File: src/rtl/prio_irq_pkg.sv
package prio_irq_pkg;
   typedef enum logic [1:0] {
      ST_READY = 2'd0,
      ST_BASE  = 2'd1,
      ST_CASC  = 2'd2,
      ST_MODE  = 2'd3
   } setup_state_e;

   localparam logic [2:0] EOI_TOP = 3'b001;
endpackage

File: src/rtl/prio_irq_edge.sv
module prio_irq_edge #(
   parameter int WIDTH = 8
) (
   input  logic             clk,
   input  logic             rst_n,
   input  logic [WIDTH-1:0] level,
   output logic [WIDTH-1:0] rise
);
   for (genvar i = 0; i < WIDTH; i++) begin : g_bit
      logic prev_q;
      always_ff @(posedge clk) begin
         if (!rst_n) prev_q <= 1'b0;
         else        prev_q <= level[i];
      end
      assign rise[i] = level[i] & ~prev_q;
   end
endmodule

File: src/rtl/prio_irq_find.sv
module prio_irq_find #(
   parameter int WIDTH = 8,
   localparam int IDX_W = $clog2(WIDTH)
) (
   input  logic [WIDTH-1:0] req,
   output logic             any,
   output logic [IDX_W-1:0] idx
);
   always_comb begin
      any = 1'b0;
      idx = '0;
      for (int i = WIDTH - 1; i >= 0; i--) begin
         if (req[i]) begin
            any = 1'b1;
            idx = IDX_W'(i);
         end
      end
   end
endmodule

File: src/rtl/prio_irq_ctrl.sv
module prio_irq_ctrl
   import prio_irq_pkg::*;
#(
   parameter int N_REQ  = 8,
   parameter int VEC_W  = 8,
   parameter int DATA_W = 8
) (
   input  logic              clk,
   input  logic              rst_n,
   input  logic              host_wr,
   input  logic              host_addr,
   input  logic [DATA_W-1:0] host_wdata,
   output logic [DATA_W-1:0] host_rdata,
   input  logic [N_REQ-1:0]  irq_in,
   output logic              intr_o,
   input  logic              inta_i,
   output logic [VEC_W-1:0]  vec_o
);
   localparam int IDX_W  = $clog2(N_REQ);
   localparam int BASE_W = VEC_W - IDX_W;

   if (N_REQ < 2 || (1 << IDX_W) != N_REQ) begin : g_bad_nreq
      $error("N_REQ must be a power of two of at least 2");
   end
   if (VEC_W <= IDX_W) begin : g_bad_vec
      $error("VEC_W must exceed the input index width");
   end
   if (DATA_W < 8 || DATA_W < N_REQ || DATA_W < VEC_W) begin : g_bad_data
      $error("DATA_W too narrow for commands, mask or base");
   end

   setup_state_e       state_q;
   logic               need_mode_q;
   logic               sel_isr_q;
   logic [N_REQ-1:0]   irr_q, isr_q, imr_q;
   logic [BASE_W-1:0]  base_q;

   logic               cmd_wr, dat_wr, start_setup, eoi_cmd, rdsel_cmd;
   logic [N_REQ-1:0]   rise, pend, ack_set, eoi_clr;
   logic               pend_any, svc_any, ack;
   logic [IDX_W-1:0]   pend_idx, svc_idx;

   assign cmd_wr      = host_wr & ~host_addr;
   assign dat_wr      = host_wr &  host_addr;
   assign start_setup = cmd_wr & host_wdata[4];
   assign eoi_cmd     = cmd_wr & ~host_wdata[4] & ~host_wdata[3] &
                        (host_wdata[7:5] == EOI_TOP);
   assign rdsel_cmd   = cmd_wr & ~host_wdata[4] & host_wdata[3] & host_wdata[1];

   prio_irq_edge #(.WIDTH(N_REQ)) u_edge (
      .clk   (clk),
      .rst_n (rst_n),
      .level (irq_in),
      .rise  (rise)
   );

   assign pend = irr_q & ~imr_q;

   prio_irq_find #(.WIDTH(N_REQ)) u_pend_find (
      .req (pend),
      .any (pend_any),
      .idx (pend_idx)
   );

   prio_irq_find #(.WIDTH(N_REQ)) u_svc_find (
      .req (isr_q),
      .any (svc_any),
      .idx (svc_idx)
   );

   assign intr_o  = pend_any & (~svc_any | (pend_idx < svc_idx));
   assign ack     = inta_i & intr_o;
   assign ack_set = ack ? (N_REQ'(1) << pend_idx) : '0;
   assign eoi_clr = (eoi_cmd & svc_any) ? (N_REQ'(1) << svc_idx) : '0;

   always_ff @(posedge clk) begin
      if (!rst_n) begin
         irr_q <= '0;
         isr_q <= '0;
      end else begin
         irr_q <= start_setup ? '0 : ((irr_q | rise) & ~ack_set);
         isr_q <= (isr_q & ~eoi_clr) | ack_set;
      end
   end

   always_ff @(posedge clk) begin
      if (!rst_n) begin
         state_q     <= ST_READY;
         need_mode_q <= 1'b0;
         base_q      <= '0;
         imr_q       <= '0;
      end else if (start_setup) begin
         state_q     <= ST_BASE;
         need_mode_q <= host_wdata[0];
      end else if (dat_wr) begin
         unique case (state_q)
            ST_BASE: begin
               base_q  <= host_wdata[VEC_W-1:IDX_W];
               state_q <= ST_CASC;
            end
            ST_CASC:  state_q <= need_mode_q ? ST_MODE : ST_READY;
            ST_MODE:  state_q <= ST_READY;
            default:  imr_q   <= host_wdata[N_REQ-1:0];
         endcase
      end
   end

   always_ff @(posedge clk) begin
      if (!rst_n)         sel_isr_q <= 1'b0;
      else if (rdsel_cmd) sel_isr_q <= host_wdata[0];
   end

   always_ff @(posedge clk) begin
      if (!rst_n)   vec_o <= '0;
      else if (ack) vec_o <= {base_q, pend_idx};
   end

   always_comb begin
      if (host_addr)      host_rdata = DATA_W'(imr_q);
      else if (sel_isr_q) host_rdata = DATA_W'(isr_q);
      else                host_rdata = DATA_W'(irr_q);
   end
endmodule

File: config.mk
export PLATFORM = sky130hd
export DESIGN_NAME = prio_irq_ctrl
export DESIGN_NICKNAME = d
export VERILOG_FILES = /design/src/rtl/prio_irq_pkg.sv /design/src/rtl/prio_irq_edge.sv /design/src/rtl/prio_irq_find.sv /design/src/rtl/prio_irq_ctrl.sv
export SDC_FILE = /design/constraint.sdc
export NUM_CORES = 1
export LEC_CHECK = 0
export BUFFER_PORTS_ARGS = -buffer_cell sky130_fd_sc_hd__buf_2
export CORE_MARGIN = 2
export CORE_UTILIZATION = 45
export DETAILED_ROUTE_END_ITERATION = 10
export GPL_TIMING_DRIVEN = 1
export PLACE_DENSITY = 0.63
export SYNTH_ARGS = -nofsm -noshare
export SYNTH_HDL_FRONTEND = slang
export SYNTH_SLANG_ARGS = --single-unit
File: constraint.sdc
create_clock -name clk -period 2.55 [get_ports clk]
set_input_delay 0.51 -clock clk [delete_from_list [all_inputs] [get_ports clk]]
set_output_delay 0.51 -clock clk [all_outputs]
set_load 0.05 [all_outputs]
==> results of run 1 <==
-- placed cells by master, fill, tap and decap left out, drive strengths merged, types with 5 or more instances in the layout --
cell type,netlist,final
nand3,5,5
a21oi,12,12
mux2i,30,30
dfxtp,49,49
a21boi,6,6
clkbuf,8,6
nand2,39,39
a211oi,7,7
nor2b,26,26
buf,2,101
inv,10,10
o21ai,16,16
and2,12,12
nor2,11,11
-- metrics by stage --
stage | area [um2] | utilization, % | TNS [ps] | hold slack [ps] | cells
finish | 3370 | 65.1 | -207 | 406 | 439
global route | 3370 | 65.1 | -397 | 420 | 439
CTS | 3310 | 64.0 | -129 | 406 | 437
detailed placement | 2900 | 56.0 | -99.6 | 450 | 401
global placement | 2900 | 56.0 | -17.6 | 436 | 401
floorplan | 2430 | - | 0 | 438 | 270
-- cells in the mapped netlist, types with 2 or more instances --
| cell | count | area share, % |
|---|---|---|
| dfxtp_1 | 49 | 40 |
| nand2_1 | 39 | 6.0 |
| mux2i_1 | 30 | 12 |
| nor2b_1 | 22 | 5.7 |
| o21ai_0 | 14 | 2.9 |
| a21oi_1 | 12 | 2.5 |
| and2_1 | 12 | 3.1 |
| nor2_1 | 11 | 1.7 |
| inv_1 | 10 | 1.5 |
| clkbuf_1 | 8 | 1.2 |
| a21boi_0 | 6 | 1.9 |
| a211oi_2 | 4 | 2.1 |
| nand3_1 | 4 | 0.82 |
| a211oi_1 | 3 | 0.93 |
| a21o_1 | 3 | 0.93 |
| nor2b_2 | 3 | 1.1 |
| o31ai_1 | 3 | 0.93 |
| or2b_1 | 3 | 0.93 |
| ha_1 | 2 | 1.0 |
| nand3b_1 | 2 | 0.62 |
| nor3_2 | 2 | 0.82 |
| nor3b_1 | 2 | 0.62 |
| o21a_1 | 2 | 0.62 |
| o21ai_1 | 2 | 0.41 |
-- worst register-to-register path: cells and delay by family, from the launching register on --
kind                   cells  cell delay (ps)
AO/OA/AOI/OAI              1              160
flip-flops                 1              350
buffers and inverters     12             1460
AND/OR/NAND/NOR            4              520
-- flip-flops by register name, indices dropped and copies added (netlist names) --
name	cells
sel_isr_q	1
base_q	5
irr_q	8
isr_q	8
state_q	2
u_edge.g_bit.prev_q	8
need_mode_q	1
imr_q	8
vec_o	8
-- metal layers --
metal  global-route usage [%]  vias up
li1                         -     1128
met4                     6.43        0
met2                     42.4       66
met5                        0        -
met1                     30.4     1078
met3                     2.91        9
-- final timing paths --
kind | startpoint | end | slack (ps) | cells after the start
worst max register to register | irr_q[5]$_SDFF_PP0_ | isr_q[5]$_SDFF_PN0_ | 10 | 17
worst min register to register | vec_o[6]$_SDFFE_PN0P_ | vec_o[6]$_SDFFE_PN0P_ | 460 | 2
worst min-delay path | irq_in[7] | u_edge.g_bit[7].prev_q$_SDFF_PN0_ | 410 | 2
worst max-delay path | irr_q[5]$_SDFF_PP0_ | intr_o | -210 | 10
-- what timing repair did --
action                     CTS  global route
pin swaps                    9             7
setup buffers               29             4
gates resized for setup     24            15
setup endpoints to repair    1            13
-- cell families (layout without fill, tap and decap cells) --
kind of cell    after synthesis  in the layout  share of synthesized area (%)
compound gates               57             57                           15.8
fa+ha+maj                     2              2                           1.03
buf+inv                      20            119                           4.07
flops                        49             49                           40.4
mux                          30             30                           12.4
simple gates                112            112                           26.3
-- layout make-up --
type / count / area (um2) / share of cell area [%]
Multi-Input combinational cell: 201 / 1450 / 42.9
Inverter: 10 / 37.5 / 1.12
Clock inverter: 2 / 37.5 / 1.12
Timing Repair Buffer: 101 / 683 / 20.3
Sequential cell: 49 / 992 / 29.5
Clock buffer: 6 / 82.6 / 2.45
Tap cell: 70 / 87.6 / 2.60
-- power by group --
group	internal (mW)	switching [mW]	total, mW
clock	0.319	0.273	0.592
sequential	0.815	0.0304	0.845
combinational	0.408	0.437	0.845
==> metrics.yaml, run 1 <==
ctsHoldBuffers: 0
crit_required_ps: 2040
fillCellCount: 440
crit_arrival_ps: 2250
root_buffer: "clkbuf_8"
finalSetupViolCount: 1
netlist_instances: 270
fmax_mhz: 363
dieWidth_um: 77.5
crit_fanout: 3
syn-num-nets: 293
wirelength_met1_um: 3060
setup.worst_path.end_class: "primary output"
insertion_delay_ps: 310
cts_sinks: 49
drive_gt1_share_pct: 41.2
yosys_warnings: 0
cts_made_buffers: 5
grt_pass1_vias: 2231
port_buffers: 37
status: "finished, violations left"
cp_top_family: "compound AO/OA/AOI/OAI gates"
max-slew-margin-rel_pct: 62.0
h-tree-depth: 2
synth_edf_count: 0
ys_ff_latch: 49
hold_path_class: "in2reg"
place_ws_ps: -99.6
cts_tree: "yes"
maxUsedRoutingLayer: "met4"
seq_area_frac_synth_pct: 40.4
post-route-min-period_ps: 2760
die_y_um: 77.5
crit_type: "reg2out"
power.leakage_nw: 1.48
hold_viol: 0
ys.flop_type: "dfxtp_1"
num_vias: 2281
antenna_found_initial: 0
powerDensity_nw_per_um2: 678
syn_area_per_cell_um2: 8.99
route.met2.wl_um: 3380
wl_met3_um: 345
fin_crit_sh_pct: 108
worstMarginPinSlew_ps: 569
crit_slowest_cell: "dfxtp_2"
drtAntennaViolNets: 0
grt_max_degree: 28
synthToLayoutAreaGrowth_pct: 38.6
num_io_pins: 38
startpoint_type: "register"
rsz0062_at_grt: "true"
firstDrtPassIters: 4
start_util_pct: 47.0
clockBufferDepth: 2
maxCapViolCount: 0
synth_cell_type_count: 46
critPathMaxStageDelay_ps: 340
drtIter0Drc: 149
synth.cell_area_um2: 2430
grt_pass1_wl_um: 11200
clkTransAtPathRegs_ps: 100
finalPower_mw: 2.28
path_cells: "nor2b_4, nor2_2, o21ai_2, a31oi_2, ha_1, o21a_1, o22ai_2, a21o_1, and2_4, buf_8"
setup_slack_ps: -207
wl_um: 6870
viasPerCell: 5.20
grtUsageTotal_pct: 23.8
slew_violations: 0
vdd_drop_max_v: 0.000387
antenna_cells: 0
placementRows: 26
violations: "negative setup slack"
path_buf_inv: 1
async_reset_ff_share_pct: 0
final_nets: 391
wire_per_inst_um: 15.7
grt_overflow: 0
coreArea_um2: 5170
die-area_um2: 6000
place.gp.congestion: 0.889
drcViolationCount: 0
finClkSkew_ps: 13.8
place_hpwl_um: 4580
(Power assumes the default switching activity.)
==> run 2, diff against run 1 <==
==> constraint.sdc (replaced) <==
create_clock -name clk -period 3 [get_ports clk]
set_input_delay 0.6 -clock clk [delete_from_list [all_inputs] [get_ports clk]]
set_output_delay 0.6 -clock clk [all_outputs]
set_load 0.05 [all_outputs]
==> metrics.yaml, run 2 (synthesized netlist as in run 1, its figures left out) <==
drive_gt1_share_pct: 26.0  # -15 points
powerDensity_nw_per_um2: 593  # -13%
path_buf_inv: 1  # unchanged
ff2ff_setup_slack_ps: 560  # +550 ps
coreArea_um2: 5170  # unchanged
synthToLayoutAreaGrowth_pct: 18.1
clkTransAtPathRegs_ps: 100  # about the same
hold_path_class: "reg2reg"
place.gp.congestion: 0.911  # +2.5%
r2r_cells: 10  # -7
reg2reg_from: "irr_q[6]$_SDFF_PP0_"
drtIter0Drc: 156  # +4.7%
multi_input_area_um2: 1400  # -3.3%
startpoint_type: "register"
cts_made_buffers: 5  # unchanged
port_buffers: 37  # unchanged
grt_max_degree: 31  # +11%
root_buffer: "clkbuf_8"
crit_arrival_ps: 2320  # +70 ps
crit_slowest_cell: "dfxtp_1"
crit_fanout: 4  # +1
fin_crit_sh_pct: 97.2
reg2reg_to: "isr_q[7]$_SDFF_PN0_"
grt_overflow: 0  # unchanged
num_vias: 2037  # -11%
fmax_mhz: 343
setup_slack_ps: 82.7  # +289 ps
dieWidth_um: 77.5  # unchanged
drtAntennaViolNets: 0  # unchanged
drcViolationCount: 0  # unchanged
insertion_delay_ps: 310  # about the same
postLayoutCellArea_um2: 2870  # -15%
die-area_um2: 6000  # unchanged
finalPower_mw: 1.70  # -26%
viasPerCell: 5.33  # +2.6%
antenna_found_initial: 0  # unchanged
cp_top_family: "compound AO/OA/AOI/OAI gates"
cts_sinks: 49  # unchanged
power.leakage_nw: 1.18  # -20%
maxCapViolCount: 0  # unchanged
post-route-min-period_ps: 2920
status: "complete, no violations"
fillCellCount: 506  # +15%
hold_path_end: "vec_o[0]$_SDFFE_PN0P_"
hold_viol: 0  # unchanged
finClkSkew_ps: 15.4  # +1.65 ps
crit_required_ps: 2400  # +360 ps
placed_area_um2: 2680  # -7.6%
wire_per_inst_um: 14.4  # -8.3%
worstMarginPinSlew_ps: 532  # -36.9 ps
final_cell_mix: "46 x dfxtp_1, 39 x nand2_1, 36 x buf_2"
critPathMaxStageDelay_ps: 390  # +50 ps
grtUsageTotal_pct: 19.1  # -4.7 points
crit_type: "reg2out"
holdWs_ps: 456  # +50.7 ps
num_io_pins: 38  # unchanged
finalSetupViolCount: 0  # -1
path_cells: "nor2b_2, o21ai_1, a31oi_1, ha_1, o21a_1, o22ai_2, a21o_1, and2_4, buf_8"
max-slew-margin-rel_pct: 64.5  # +2.5 points
final_nets: 334  # -15%
ctsHoldBuffers: 0  # unchanged
placementRows: 26  # unchanged
wl_um: 5480  # -20%
layout_commonest_cell: "dfxtp_1"
slew_violations: 0  # unchanged
vdd_drop_max_v: 0.000279  # -28%
h-tree-depth: 2  # unchanged
holdCritStartpoint: "vec_o[0]$_SDFFE_PN0P_"
setup.worst_path.end_class: "primary output"
grt_pass1_vias: 1870  # -16%
clockBufferDepth: 2  # unchanged
regArea_um2: 985  # -0.76%
grt_pass1_wl_um: 9180  # -18%
start_util_pct: 47.0  # unchanged
place_hpwl_um: 4060  # -11%
firstDrtPassIters: 6  # +2
hold_path_depth: 2  # unchanged
place_ws_ps: 189  # +288 ps
cts_tree: "yes"
die_y_um: 77.5  # unchanged
antenna_cells: 0  # unchanged
[run 2: cell count changes in the layout (fill, tap and decap cells not counted), moves of 2 or more]
cell,before,now
nor2b_4,5,3
dfxtp_1,40,46
buf_4,62,7
nor2b_2,1,3
dfxtp_2,9,3
buf_6,2,0
nand2_1,37,39
[run 2: stage by stage]
step / util, % / TNS, ps / instances
floorplan: - / 0 / 270
global placement: 51.8 / 0 / 372
detailed placement: 51.8 / 0 / 372
CTS: 54.2 / 0 / 380
global route: 55.4 / -33.8 / 382
finish: 55.4 / 0 / 382
[run 2: worst register-to-register path, cell delays in order (launching register included)]
cell and delay (ps):
dfxtp_1 390, nor2b_2 250, o21ai_1 110, a31oi_1 240, ha_1 280, o21a_1 180, o22ai_2 160, and3b_1 360
buf_4 210, nand2_1 50, a21boi_0 140
[run 2: final cells by class]
cell class / instances / share of cell area (%)
Clock buffer: 5 / 2.40
Timing Repair Buffer: 44 / 8.64
Tap cell: 70 / 3.05
Clock inverter: 3 / 1.53
Inverter: 10 / 1.31
Sequential cell: 49 / 34.3
Multi-Input combinational cell: 201 / 48.7
[run 2: worst max path at each step]
stage                          startpoint      to  cells past startpoint
floorplan             irr_q[1]$_SDFF_PP0_  intr_o                      9
global placement      irr_q[1]$_SDFF_PP0_  intr_o                     10
detailed placement    irr_q[1]$_SDFF_PP0_  intr_o                     10
CTS                   irr_q[5]$_SDFF_PP0_  intr_o                     10
global route        imr_q[1]$_SDFFE_PN0P_  intr_o                      9
finish                irr_q[6]$_SDFF_PP0_  intr_o                      9
[run 2: routing by layer]
metal | vias to the layer above | GRT usage, % | part of all wire, %
met3 | 7 | 3.49 | 5.1
met4 | 0 | 6.96 | 1.1
met5 | - | 0 | 0
met1 | 963 | 25.9 | 47
li1 | 1010 | - | -
met2 | 57 | 30.4 | 47
[run 2: timing repair]
item	in CTS	in global routing
resized for setup	5	14
pin swaps	0	5
setup endpoints to repair	1	1
buffers inserted	0	2
[run 2: power breakdown]
| group | internal (mW) | switching, mW |
|---|---|---|
| combinational | 0.201 | 0.292 |
| sequential | 0.692 | 0.0379 |
| clock | 0.250 | 0.226 |
| total | 1.14 | 0.556 |
